File: src/rtl/lpm_pkg.sv
// Shared encodings for the link power management request sequencer.
// Assumes: handshake codes arrive already decoded from the response path.
package lpm_pkg;

    typedef enum logic [1:0] {
        RSP_ACK   = 2'd0,
        RSP_NYET  = 2'd1,
        RSP_STALL = 2'd2,
        RSP_ERR   = 2'd3
    } rsp_code_e;

    typedef enum logic {
        TOK_EXT = 1'b0,
        TOK_LPM = 1'b1
    } tok_kind_e;

    typedef enum logic [1:0] {
        ST_IDLE     = 2'd0,
        ST_SEND_EXT = 2'd1,
        ST_SEND_LPM = 2'd2,
        ST_WAIT     = 2'd3
    } seq_state_e;

endpackage

File: src/rtl/lpm_chan_table.sv
// Per-channel target table: one device address and one endpoint per channel.
// Assumes: one write per cycle; the read is combinational on the index.
module lpm_chan_table #(
    parameter int NUM_CH = 16,
    parameter int CH_W   = 4,
    parameter int ADDR_W = 7,
    parameter int EP_W   = 4
) (
    input  logic              clk,
    input  logic              rst_n,
    input  logic              wr_en,
    input  logic [CH_W-1:0]   wr_idx,
    input  logic [ADDR_W-1:0] wr_addr,
    input  logic [EP_W-1:0]   wr_ep,
    input  logic [CH_W-1:0]   rd_idx,
    output logic [ADDR_W-1:0] rd_addr,
    output logic [EP_W-1:0]   rd_ep
);

    logic [ADDR_W-1:0] addr_q [NUM_CH];
    logic [EP_W-1:0]   ep_q   [NUM_CH];

    for (genvar g = 0; g < NUM_CH; g++) begin : g_entry
        // Purpose: hold one entry, cleared by reset and loaded on a matching write.
        always_ff @(posedge clk) begin
            if (!rst_n) begin
                addr_q[g] <= '0;
                ep_q[g]   <= '0;
            end else if (wr_en && (wr_idx == CH_W'(g))) begin
                addr_q[g] <= wr_addr;
                ep_q[g]   <= wr_ep;
            end
        end
    end

    // Purpose: select the entry named by the read index.
    always_comb begin
        rd_addr = '0;
        rd_ep   = '0;
        for (int i = 0; i < NUM_CH; i++) begin
            if (rd_idx == CH_W'(i)) begin
                rd_addr = addr_q[i];
                rd_ep   = ep_q[i];
            end
        end
    end

endmodule

File: src/rtl/lpm_seq_fsm.sv
// Request sequencer: sends the prefix and LPM tokens, waits for a handshake,
// and repeats on ERROR or timeout until the attempts run out.
// Assumes: cfg_start is a one-cycle pulse; rsp_valid counts only while waiting.
module lpm_seq_fsm
    import lpm_pkg::*;
#(
    parameter int CH_W        = 4,
    parameter int RETRY_W     = 3,
    parameter int RSP_TIMEOUT = 64
) (
    input  logic               clk,
    input  logic               rst_n,
    input  logic               start,
    input  logic [RETRY_W-1:0] retry_max,
    input  logic [CH_W-1:0]    chan_idx,
    input  logic               tok_ready,
    input  logic               rsp_valid,
    input  logic [1:0]         rsp_code,
    output logic               tok_valid,
    output logic               tok_kind,
    output logic [CH_W-1:0]    chan_sel,
    output logic               busy,
    output logic [RETRY_W-1:0] retries_left,
    output logic [1:0]         last_rsp
);

    localparam int TMO_W = (RSP_TIMEOUT > 1) ? $clog2(RSP_TIMEOUT) : 1;
    localparam logic [TMO_W-1:0] TMO_LAST = TMO_W'(RSP_TIMEOUT - 1);

    seq_state_e         st_q;
    logic [TMO_W-1:0]   tmo_q;
    logic [RETRY_W-1:0] left_q;
    logic [CH_W-1:0]    chan_q;
    logic [1:0]         last_q;
    logic               good_rsp;
    logic               fail_rsp;

    assign good_rsp = rsp_valid && (rsp_code != RSP_ERR);
    assign fail_rsp = (rsp_valid && (rsp_code == RSP_ERR)) || (!rsp_valid && (tmo_q == TMO_LAST));

    // Purpose: advance the request through its phases and keep the counters.
    always_ff @(posedge clk) begin
        if (!rst_n) begin
            st_q   <= ST_IDLE;
            tmo_q  <= '0;
            left_q <= '0;
            chan_q <= '0;
            last_q <= RSP_ACK;
        end else begin
            case (st_q)
                ST_IDLE: begin
                    if (start) begin
                        left_q <= retry_max;
                        chan_q <= chan_idx;
                        st_q   <= ST_SEND_EXT;
                    end
                end
                ST_SEND_EXT: begin
                    if (tok_ready) st_q <= ST_SEND_LPM;
                end
                ST_SEND_LPM: begin
                    if (tok_ready) begin
                        st_q  <= ST_WAIT;
                        tmo_q <= '0;
                    end
                end
                ST_WAIT: begin
                    if (good_rsp) begin
                        last_q <= rsp_code;
                        st_q   <= ST_IDLE;
                    end else if (fail_rsp) begin
                        if (left_q == '0) begin
                            last_q <= RSP_ERR;
                            st_q   <= ST_IDLE;
                        end else begin
                            left_q <= left_q - 1'b1;
                            st_q   <= ST_SEND_EXT;
                        end
                    end else begin
                        tmo_q <= tmo_q + 1'b1;
                    end
                end
                default: st_q <= ST_IDLE;
            endcase
        end
    end

    assign tok_valid    = (st_q == ST_SEND_EXT) || (st_q == ST_SEND_LPM);
    assign tok_kind     = (st_q == ST_SEND_LPM);
    assign chan_sel     = chan_q;
    assign busy         = (st_q != ST_IDLE);
    assign retries_left = left_q;
    assign last_rsp     = last_q;

    AST_START_IGNORED: assert property (@(posedge clk) disable iff (!rst_n)
        (busy && start) |=> $stable(chan_q));
    AST_RETRY_STEP: assert property (@(posedge clk) disable iff (!rst_n)
        busy |=> (left_q == $past(left_q)) || (left_q == RETRY_W'($past(left_q) - 1'b1)));
    AST_VALID_ENDS: assert property (@(posedge clk) disable iff (!rst_n)
        (st_q == ST_WAIT && good_rsp) |=> (!busy && last_q == $past(rsp_code)));
    AST_EXHAUST_ENDS: assert property (@(posedge clk) disable iff (!rst_n)
        (st_q == ST_WAIT && !good_rsp && fail_rsp && left_q == '0) |=> (!busy && last_q == RSP_ERR));
    AST_TIMEOUT_RETRY: assert property (@(posedge clk) disable iff (!rst_n)
        (st_q == ST_WAIT && !rsp_valid && tmo_q == TMO_LAST && left_q != '0) |=> (st_q == ST_SEND_EXT));

endmodule

File: src/rtl/lpm_resume_timer.sv
// Sleep residency timer: permits resume after the link has slept long enough.
// Assumes: sleep_sts is synchronous to clk; RESID_CYCLES is at least 1.
module lpm_resume_timer #(
    parameter int RESID_CYCLES = 5000
) (
    input  logic clk,
    input  logic rst_n,
    input  logic sleep_sts,
    output logic resume_ok
);

    localparam int CNT_W = $clog2(RESID_CYCLES + 1);
    localparam logic [CNT_W-1:0] CNT_END  = CNT_W'(RESID_CYCLES);
    localparam logic [CNT_W-1:0] CNT_LAST = CNT_W'(RESID_CYCLES - 1);

    logic [CNT_W-1:0] cnt_q;
    logic             ok_q;

    // Purpose: count residency while asleep and clear everything when awake.
    always_ff @(posedge clk) begin
        if (!rst_n || !sleep_sts) begin
            cnt_q <= '0;
            ok_q  <= 1'b0;
        end else if (cnt_q != CNT_END) begin
            cnt_q <= cnt_q + 1'b1;
            ok_q  <= (cnt_q == CNT_LAST);
        end
    end

    assign resume_ok = ok_q && sleep_sts;

    AST_RESUME_CLEAR: assert property (@(posedge clk) disable iff (!rst_n)
        !sleep_sts |=> (!ok_q && cnt_q == '0));
    AST_RESUME_DELAY: assert property (@(posedge clk) disable iff (!rst_n)
        $rose(ok_q) |-> (cnt_q == CNT_END));

endmodule

File: src/rtl/lpm_retry_seq.sv
// Top of the link power management request sequencer: channel table,
// request sequencer and sleep residency timer.
// Assumes: a single clock domain; the token generator follows valid/ready.
module lpm_retry_seq #(
    parameter int CH_W         = 4,
    parameter int ADDR_W       = 7,
    parameter int EP_W         = 4,
    parameter int RETRY_W      = 3,
    parameter int RSP_TIMEOUT  = 64,
    parameter int CLK_MHZ      = 100,
    parameter int RESID_US     = 50,
    parameter int RESID_CYCLES = CLK_MHZ * RESID_US
) (
    input  logic               clk,
    input  logic               rst_n,
    input  logic               cfg_start,
    input  logic [RETRY_W-1:0] cfg_retry_max,
    input  logic [CH_W-1:0]    cfg_chan_idx,
    input  logic               tbl_wr_en,
    input  logic [CH_W-1:0]    tbl_wr_idx,
    input  logic [ADDR_W-1:0]  tbl_wr_addr,
    input  logic [EP_W-1:0]    tbl_wr_ep,
    output logic               tok_valid,
    input  logic               tok_ready,
    output logic               tok_kind,
    output logic [ADDR_W-1:0]  tok_dev_addr,
    output logic [EP_W-1:0]    tok_ep,
    input  logic               rsp_valid,
    input  logic [1:0]         rsp_code,
    output logic               busy,
    output logic [RETRY_W-1:0] retries_left,
    output logic [1:0]         last_rsp,
    input  logic               sleep_sts,
    output logic               resume_ok
);

    localparam int NUM_CH = 1 << CH_W;

    logic [CH_W-1:0] chan_sel;

    lpm_chan_table #(
        .NUM_CH(NUM_CH), .CH_W(CH_W), .ADDR_W(ADDR_W), .EP_W(EP_W)
    ) u_table (
        .clk(clk), .rst_n(rst_n),
        .wr_en(tbl_wr_en), .wr_idx(tbl_wr_idx), .wr_addr(tbl_wr_addr), .wr_ep(tbl_wr_ep),
        .rd_idx(chan_sel), .rd_addr(tok_dev_addr), .rd_ep(tok_ep)
    );

    lpm_seq_fsm #(
        .CH_W(CH_W), .RETRY_W(RETRY_W), .RSP_TIMEOUT(RSP_TIMEOUT)
    ) u_seq (
        .clk(clk), .rst_n(rst_n),
        .start(cfg_start), .retry_max(cfg_retry_max), .chan_idx(cfg_chan_idx),
        .tok_ready(tok_ready), .rsp_valid(rsp_valid), .rsp_code(rsp_code),
        .tok_valid(tok_valid), .tok_kind(tok_kind), .chan_sel(chan_sel),
        .busy(busy), .retries_left(retries_left), .last_rsp(last_rsp)
    );

    lpm_resume_timer #(
        .RESID_CYCLES(RESID_CYCLES)
    ) u_resume (
        .clk(clk), .rst_n(rst_n), .sleep_sts(sleep_sts), .resume_ok(resume_ok)
    );

    AST_TOK_HOLD: assert property (@(posedge clk) disable iff (!rst_n)
        (tok_valid && !tok_ready) |=> (tok_valid && $stable(tok_kind)
            && $stable(tok_dev_addr) && $stable(tok_ep)));
    AST_PREFIX_FIRST: assert property (@(posedge clk) disable iff (!rst_n)
        $rose(tok_valid) |-> (tok_kind == 1'b0));
    AST_LPM_AFTER_PREFIX: assert property (@(posedge clk) disable iff (!rst_n)
        (tok_valid && tok_ready && !tok_kind) |=> (tok_valid && tok_kind));

endmodule

File: config.mk
export PLATFORM = sky130hd
export DESIGN_NAME = lpm_retry_seq
export DESIGN_NICKNAME = d
export VERILOG_FILES = /design/src/rtl/lpm_pkg.sv /design/src/rtl/lpm_chan_table.sv /design/src/rtl/lpm_seq_fsm.sv /design/src/rtl/lpm_resume_timer.sv /design/src/rtl/lpm_retry_seq.sv
export SDC_FILE = /design/constraint.sdc
export NUM_CORES = 1
export LEC_CHECK = 0
export ABC_AREA = 1
export CAP_MARGIN = 10
export CORE_ASPECT_RATIO = 1.75
export CORE_MARGIN = 5
export CORE_UTILIZATION = 46
export CTS_BUF_LIST = sky130_fd_sc_hd__clkbuf_8
export DETAILED_ROUTE_END_ITERATION = 10
export SLEW_MARGIN = 20
export SYNTH_ARGS = -nofsm -noshare
export SYNTH_HDL_FRONTEND = slang
export SYNTH_SLANG_ARGS = --single-unit
export TNS_END_PERCENT = 10
File: constraint.sdc
create_clock -name clk -period 2.4 [get_ports clk]
set_input_delay 0.24 -clock clk [delete_from_list [all_inputs] [get_ports clk]]
set_output_delay 0.24 -clock clk [all_outputs]
set_load 0.03 [all_outputs]
== Word level (Yosys, flattened, before mapping) ==
Memories as Yosys holds them, arrays and structs flattened.
Index checks and enable logic that the tools add are counted.

* Bits in latches: 0
* Memory bits (writable): 176
* Output and inout bits: 20
* Bits in read-only memories: 0
* Logic and storage cells: 262
* Bits of input ports: 31
* Memories kept: 2
* Register bits after elaboration: 31

* Bitwise logic cells: 32
* Eq/ne operators: 46
* Mux-type cells: 132
* Magnitude comparators: 0
* $add $sub $neg: 3
* Div/mod/pow operators: 0
* Multipliers: 0
* Reduce and logical (&&, ||, !) cells: 40
* Shift-type cells: 0

{| class="wikitable"
|+ Memory list
! memory !! depth !! bits a word !! rd ports !! clocked after Yosys merged registers in !! wr ports !! RTL line !! text
|-
| u_table.addr_q || 16 || 7 || 16 || 0 || 16 || lpm_chan_table.sv:20 || <nowiki>logic [ADDR_W-1:0] addr_q [NUM_CH];</nowiki>
|-
| u_table.ep_q || 16 || 4 || 16 || 0 || 16 || lpm_chan_table.sv:21 || <nowiki>logic [EP_W-1:0] ep_q [NUM_CH];</nowiki>
|}

{| class="wikitable"
|+ Operator list
! cell !! number
|-
| 7-bit 2-to-1 mux || 32
|-
| 4-bit 2-to-1 mux || 32
|-
| 4-bit == test, second input constant || 16
|-
| 1-bit 2-to-1 mux || 50
|-
| 4-bit by 3-bit == test with 1-bit output, second input constant || 8
|-
| 1-bit OR || 32
|-
| 1-bit logical AND || 20
|-
| 6-bit 2-to-1 mux || 3
|-
| 4-bit by 2-bit == test with 1-bit output, second input constant || 4
|-
| 2-bit 2-to-1 mux || 8
|-
| 2-bit != test, second input constant || 7
|-
| 13-bit by 1-bit adder with 13-bit output, second input constant || 1
|-
| 13-bit == test, second input constant || 1
|-
| 13-bit != test, second input constant || 1
|-
| 3-bit 2-to-1 mux || 4
|-
| 6-bit one-hot mux with 2 select lines || 1
|-
| 2-bit nonzero test || 5
|-
| 4-bit by 1-bit == test with 1-bit output, second input constant || 2
|-
| 4-bit logical NOT || 2
|-
| 2-bit one-hot mux with 4 select lines || 1
|-
| 4-bit AND reduction || 2
|-
| 6-bit by 1-bit adder with 6-bit output, second input constant || 1
|-
| 2-bit == test, second input constant || 3
|-
| 6-bit == test, second input constant || 1
|-
| other kinds (12) || 16
|}

== Longest topological paths before layout ==
* Depth in word-level cells: 17
* Depth in mapped cells: 13
* Mapped depth without buffers: 12

== Modules after synthesis ==
Synthesis repeated with hierarchy kept, for this count alone.

* Cells, all modules: 1067
* Area total of the unflattened synthesis: 9693.0 sq um

{| class="wikitable"
|+ By module, submodules not included
! module !! area each (sq um) !! times used !! cells an instance !! seq. area each (sq um)
|-
| lpm_chan_table || 7927.6 || 1 || 806 || 5285.1
|-
| lpm_seq_fsm || 1026.0 || 1 || 153 || 340.3
|-
| lpm_resume_timer || 739.5 || 1 || 108 || 280.3
|}

== Least setup slack after synthesis ==
Ideal clock, no wire load.

* Path kind: input-to-reg
* From: input port tbl_wr_idx[1]
* To: memory u_table.addr_q[7][0] (netlist: u_table.addr_q[0][49]), enable pin
* Stages: 4
* Required time: 2006 ps
* Setup time: 394 ps
* Data arrival time: 1633 ps
* Path buffers: 0
* Path slack: 373 ps
* Path through: inv_1 -> nor3_1 -> inv_1 -> o21ai_0

{| class="wikitable"
|+ RTL lines
! element !! RTL line !! text
|-
| from (decl) || lpm_retry_seq.sv:20 || <nowiki>input logic [CH_W-1:0] tbl_wr_idx,</nowiki>
|-
| to (decl) || lpm_chan_table.sv:20 ||
|}

== Final worst setup path ==
* From: register u_seq.chan_q[0] (netlist: u_seq.chan_sel[0])
* To: output port tok_dev_addr[6]

* Cells in the longest elaborated chain, start to end: 17
* Elaborated cells between the ends (all ways): 32
* Those cells by class: eq/ne: 15; mux: 16; reduce/logical: 1

{| class="wikitable"
|+ RTL lines
! element !! RTL line !! text
|-
| from (decl) || lpm_seq_fsm.sv:33 || <nowiki>logic [CH_W-1:0] chan_q;</nowiki>
|-
| from (signal assigned) || lpm_seq_fsm.sv:54 || <nowiki>chan_q <= chan_idx;</nowiki>
|-
| 4-bit logical NOT || lpm_chan_table.sv:41 || <nowiki>if (rd_idx == CH_W'(i)) begin</nowiki>
|-
| 7-bit 2-to-1 mux (15 in series) || lpm_chan_table.sv:41 ||
|-
| 7-bit 2-to-1 mux * || lpm_chan_table.sv:41 ||
|-
| to (decl) || lpm_retry_seq.sv:26 || <nowiki>output logic [ADDR_W-1:0] tok_dev_addr,</nowiki>
|}

Every way passes the cells marked *; elsewhere a longest branch is shown, timed or not.

==> reports/qor.yml <==
status:
  status: "finished with violations"
  violations: "setup timing"
place:
  gp_congestion: 0.832
  pre_cts_ws_ns: 0.102
  dpl_cell_area_mm2: 0.0104
  post-dp-hpwl_mm: 17.3
  portBuffers: 50
synth:
  synth_edf_count: 176
  postSynth.asyncResetShare_pct: 0
  yosys-top-cells-area: "edfxtp_1 (56%), nor2_1 (9.9%), nand2_1 (6.7%)"
  ys_seq_elements: 207
  synth.distinct_cells: 35
  synth.avg_cell_area_um2: 9.40
  yosys_warnings: 0
  syn_nets: 1053
  synthesis.area_mm2: 0.00952
  synth_top_area_share_pct: 55.5
  yosysSeqAreaShare_pct: 62.1
  postSynthCellCount: 1012
  yosysTopAreaCell: "edfxtp_1"
  synth_ff_type: "edfxtp_1"
clock_tree:
  cts.path.max_buffers: 3
  cts_hold_buffers: 0
  root_buffer: "clkbuf_8"
  cts_max_level: 1
  cts_buffers: 30
  worstSkewPairLatency_ns: 0.55
  clkSlewWorstSetupHoldPaths_ns: 0.07
  clkSinkCount: 207
  cts_tree: "built"
pwr:
  pwr-share-clk_pct: 25.8
  power_leakage_nw: 4.43
  peakVddDrop_mv: 0.745
  p_comb_share_pct: 30.1
  sequentialPowerShare_pct: 44.1
  p_per_area_mw_per_mm2: 851
  switching_share_pct: 33.4
  intPower_mw: 6.45
  p_switching_mw: 3.23
timing:
  fin_worst_skew_ns: 0.00796
  rsz0062_at_grt: "true"
  fin_tns_setup_ns: -1.74
  worstMarginPinSlew_ns: 0.674
  fin_crit_sh_pct: 109
  final_max_slew_viol_count: 0
  setup_ws_ns: -0.210
  fmax_mhz: 383
  fin_crit_ns: 2.61
  hold_viol: 0
  finalSetupViolCount: 11
  slew_headroom_pct: 55.0
critical_path:
  crit_path_start: "u_seq.chan_sel[0]"
  cp-end-kind: "output port"
  critPathLaunchType: "flop"
  worstPathMaxFanout: 5
  path_class: "reg2out"
  cp.required_ns: 2.16
  arrival_ns: 2.37
  worstReg2RegStart: "u_seq.tmo_q[0]"
  cp-endpoint: "tok_dev_addr[6]"
  r2r_slack_ns: 0.45
  r2r_cells: 10
  r2r-end: "u_seq.tmo_q[3]"
detailed_routing:
  firstDrtPassIters: 5
  vias: 7169
  via_per_inst: 5.23
  routed_wl_mm: 24.2
  drcViolationCount: 0
  drtIter0Drc: 330
  wl_per_cell_um: 17.7
  drtAntennaViolNets: 0
finish:
  syn2layout_area_growth_pct: 19.6
  drive_gt1_share_pct: 16.0
  final-seq-area_mm2: 0.00592
  final_util_pct: 55.9
  multiInputGateArea_mm2: 0.00327
  fill_cells: 1833
  diodes: 0
  nets: 1142
  finalInstanceArea_mm2: 0.0114
die:
  dieArea_mm2: 0.0238
  die_x_um: 119
  core_area_mm2: 0.0204
  num_rows: 69
  ios: 51
  die_h_um: 200
  start_util_pct: 46.7
worst_hold_path:
  hold_path_depth: 3
  hp-class: "in2reg"
flow_run:
  cap_violations: 0
grt:
  grtUsageTotal_pct: 20.3
  grt_pass1_vias: 7253
  grt_first_pass_wirelength_mm: 38.4
  antenna_found_initial: 0
  grt_max_degree: 44
  grt_overflow: 0
-- sequential cells by signal, indices dropped and copies added (netlist names) --
register and count:
u_resume.ok_q 1, u_table.addr_q 112, u_resume.cnt_q 13, u_table.ep_q 64, u_seq.st_q 2, u_seq.tmo_q 6, u_seq.retries_left 3, u_seq.last_rsp 2
u_seq.chan_sel 4
-- cell usage after synthesis, types with 3 or more instances --
cell type    n
buf_6        3
nor3_1       9
dfxtp_1     31
nand2_2      7
buf_2       10
ha_1        10
nor3_2       3
or2_2       10
nor2_1     250
edfxtp_1   176
or2_0        6
nor2_4       3
nand2_1    171
nand3_1     71
buf_4        3
clkbuf_1    28
inv_1       96
a21oi_1     35
nor2_2       7
o21ai_0     28
a31oi_1      3
nand4_1     30
a211oi_1     6
-- what timing repair did --
action	4_1_cts	5_1_grt
cloned	3	2
resized for setup	49	39
hold endpoints to repair	0	0
endpoints found under the setup margin	11	12
setup buffers	4	13
pin swaps	20	28
-- logic make-up after synthesis --
kind of cell	after synthesis	share of synthesized area, %
AND/OR/NAND/NOR	571	25.8
flip-flops	207	62.1
buffers and inverters	144	6.17
AO/OA/AOI/OAI	77	4.38
adder cells (fa/ha/maj)	10	1.31
XOR/XNOR	3	0.276
-- area by class of cell --
class	count	area share, %
Sequential cell	207	52.0
Clock buffer	31	3.75
Inverter	99	3.41
Multi-Input combinational cell	663	28.8
Timing Repair Buffer	100	8.61
Tap cell	248	2.73
Clock inverter	22	0.759
-- through the flow --
step / total power [mW] / std cells / hold WS (ns)
6_report: 9.68 / 1370 / 0.276
5_1_grt: 10.2 / 1370 / 0.270
4_1_cts: 9.57 / 1357 / 0.249
3_5_place_dp: 6.84 / 1299 / 0.456
3_3_place_gp: 6.82 / 1299 / 0.451
2_1_floorplan: 5.86 / 1012 / 0.341
-- power groups by stage --
| stage | Sequential (mW) | Clock [mW] | Combinational [mW] |
|---|---|---|---|
| global placement | 4.32 | 0 | 2.50 |
| finish | 4.27 | 2.49 | 2.92 |
| CTS | 4.26 | 2.56 | 2.75 |
| floorplan | 4.35 | 0 | 1.51 |
| detailed placement | 4.33 | 0 | 2.51 |
| global route | 4.29 | 2.71 | 3.17 |
-- cells in the final DEF, fill, tap and decap left out, types with 2 or more instances in the layout --
cell type and instances:
inv_1 102, nand2_1 167, buf_4 40, clkbuf_8 31
clkdlybuf4s50_1 38, edfxtp_1 176, or2_0 6, inv_2 4
a211oi_1 6, nand3_1 56, a21oi_1 32, nor2_2 15
buf_6 13, a21oi_2 4, nor2_4 10, dfxtp_2 2
a31oi_1 3, nor4_1 2, dfxtp_4 2, clkinv_2 3
nand2_8 5, nor3_2 5, buf_12 6, o21ai_1 3
or2_2 10, clkinv_1 8, xor2_1 2, dfxtp_1 27
nand2_2 7, ha_1 10, nand4_1 30, nand3_2 15
nor3_1 7, nor2_1 237, o21ai_0 26
-- how the worst min path moves through the flow --
| stage | to | slack (ns) | start |
|---|---|---|---|
| final | u_seq.last_rsp[1] | 0.28 | rsp_code[1] |
| after global routing | u_seq.last_rsp[1] | 0.27 | rsp_code[1] |
| after CTS | u_seq.last_rsp[1] | 0.25 | rsp_code[1] |
| after detailed placement | u_resume.ok_q | 0.46 | u_resume.ok_q |
| after global placement | u_resume.cnt_q[12] | 0.45 | u_resume.cnt_q[12] |
| after floorplan | u_seq.last_rsp[1] | 0.34 | rsp_valid |
-- critical path, cell delays in order (launching register included) --
cell and delay (ns):
dfxtp_2 0.35, inv_2 0.04, buf_6 0.12, nand2_8 0.06, nor2_4 0.05, buf_6 0.14, buf_6 0.12, a21oi_2 0.10
nand4_1 0.10, nand2_1 0.09, nand4_1 0.12, nor3_2 0.22, nand4_1 0.14, buf_6 0.16
-- metal layers --
layer  vias up  track usage, %  wire (µm)
met2       154            40.8      14000
met3        60            2.51        852
li1       3524               -          -
met1      3431            20.9       8490
met4         0            7.58        849
met5         -               0          0
No activity file was read; power rests on OpenSTA's default activity.
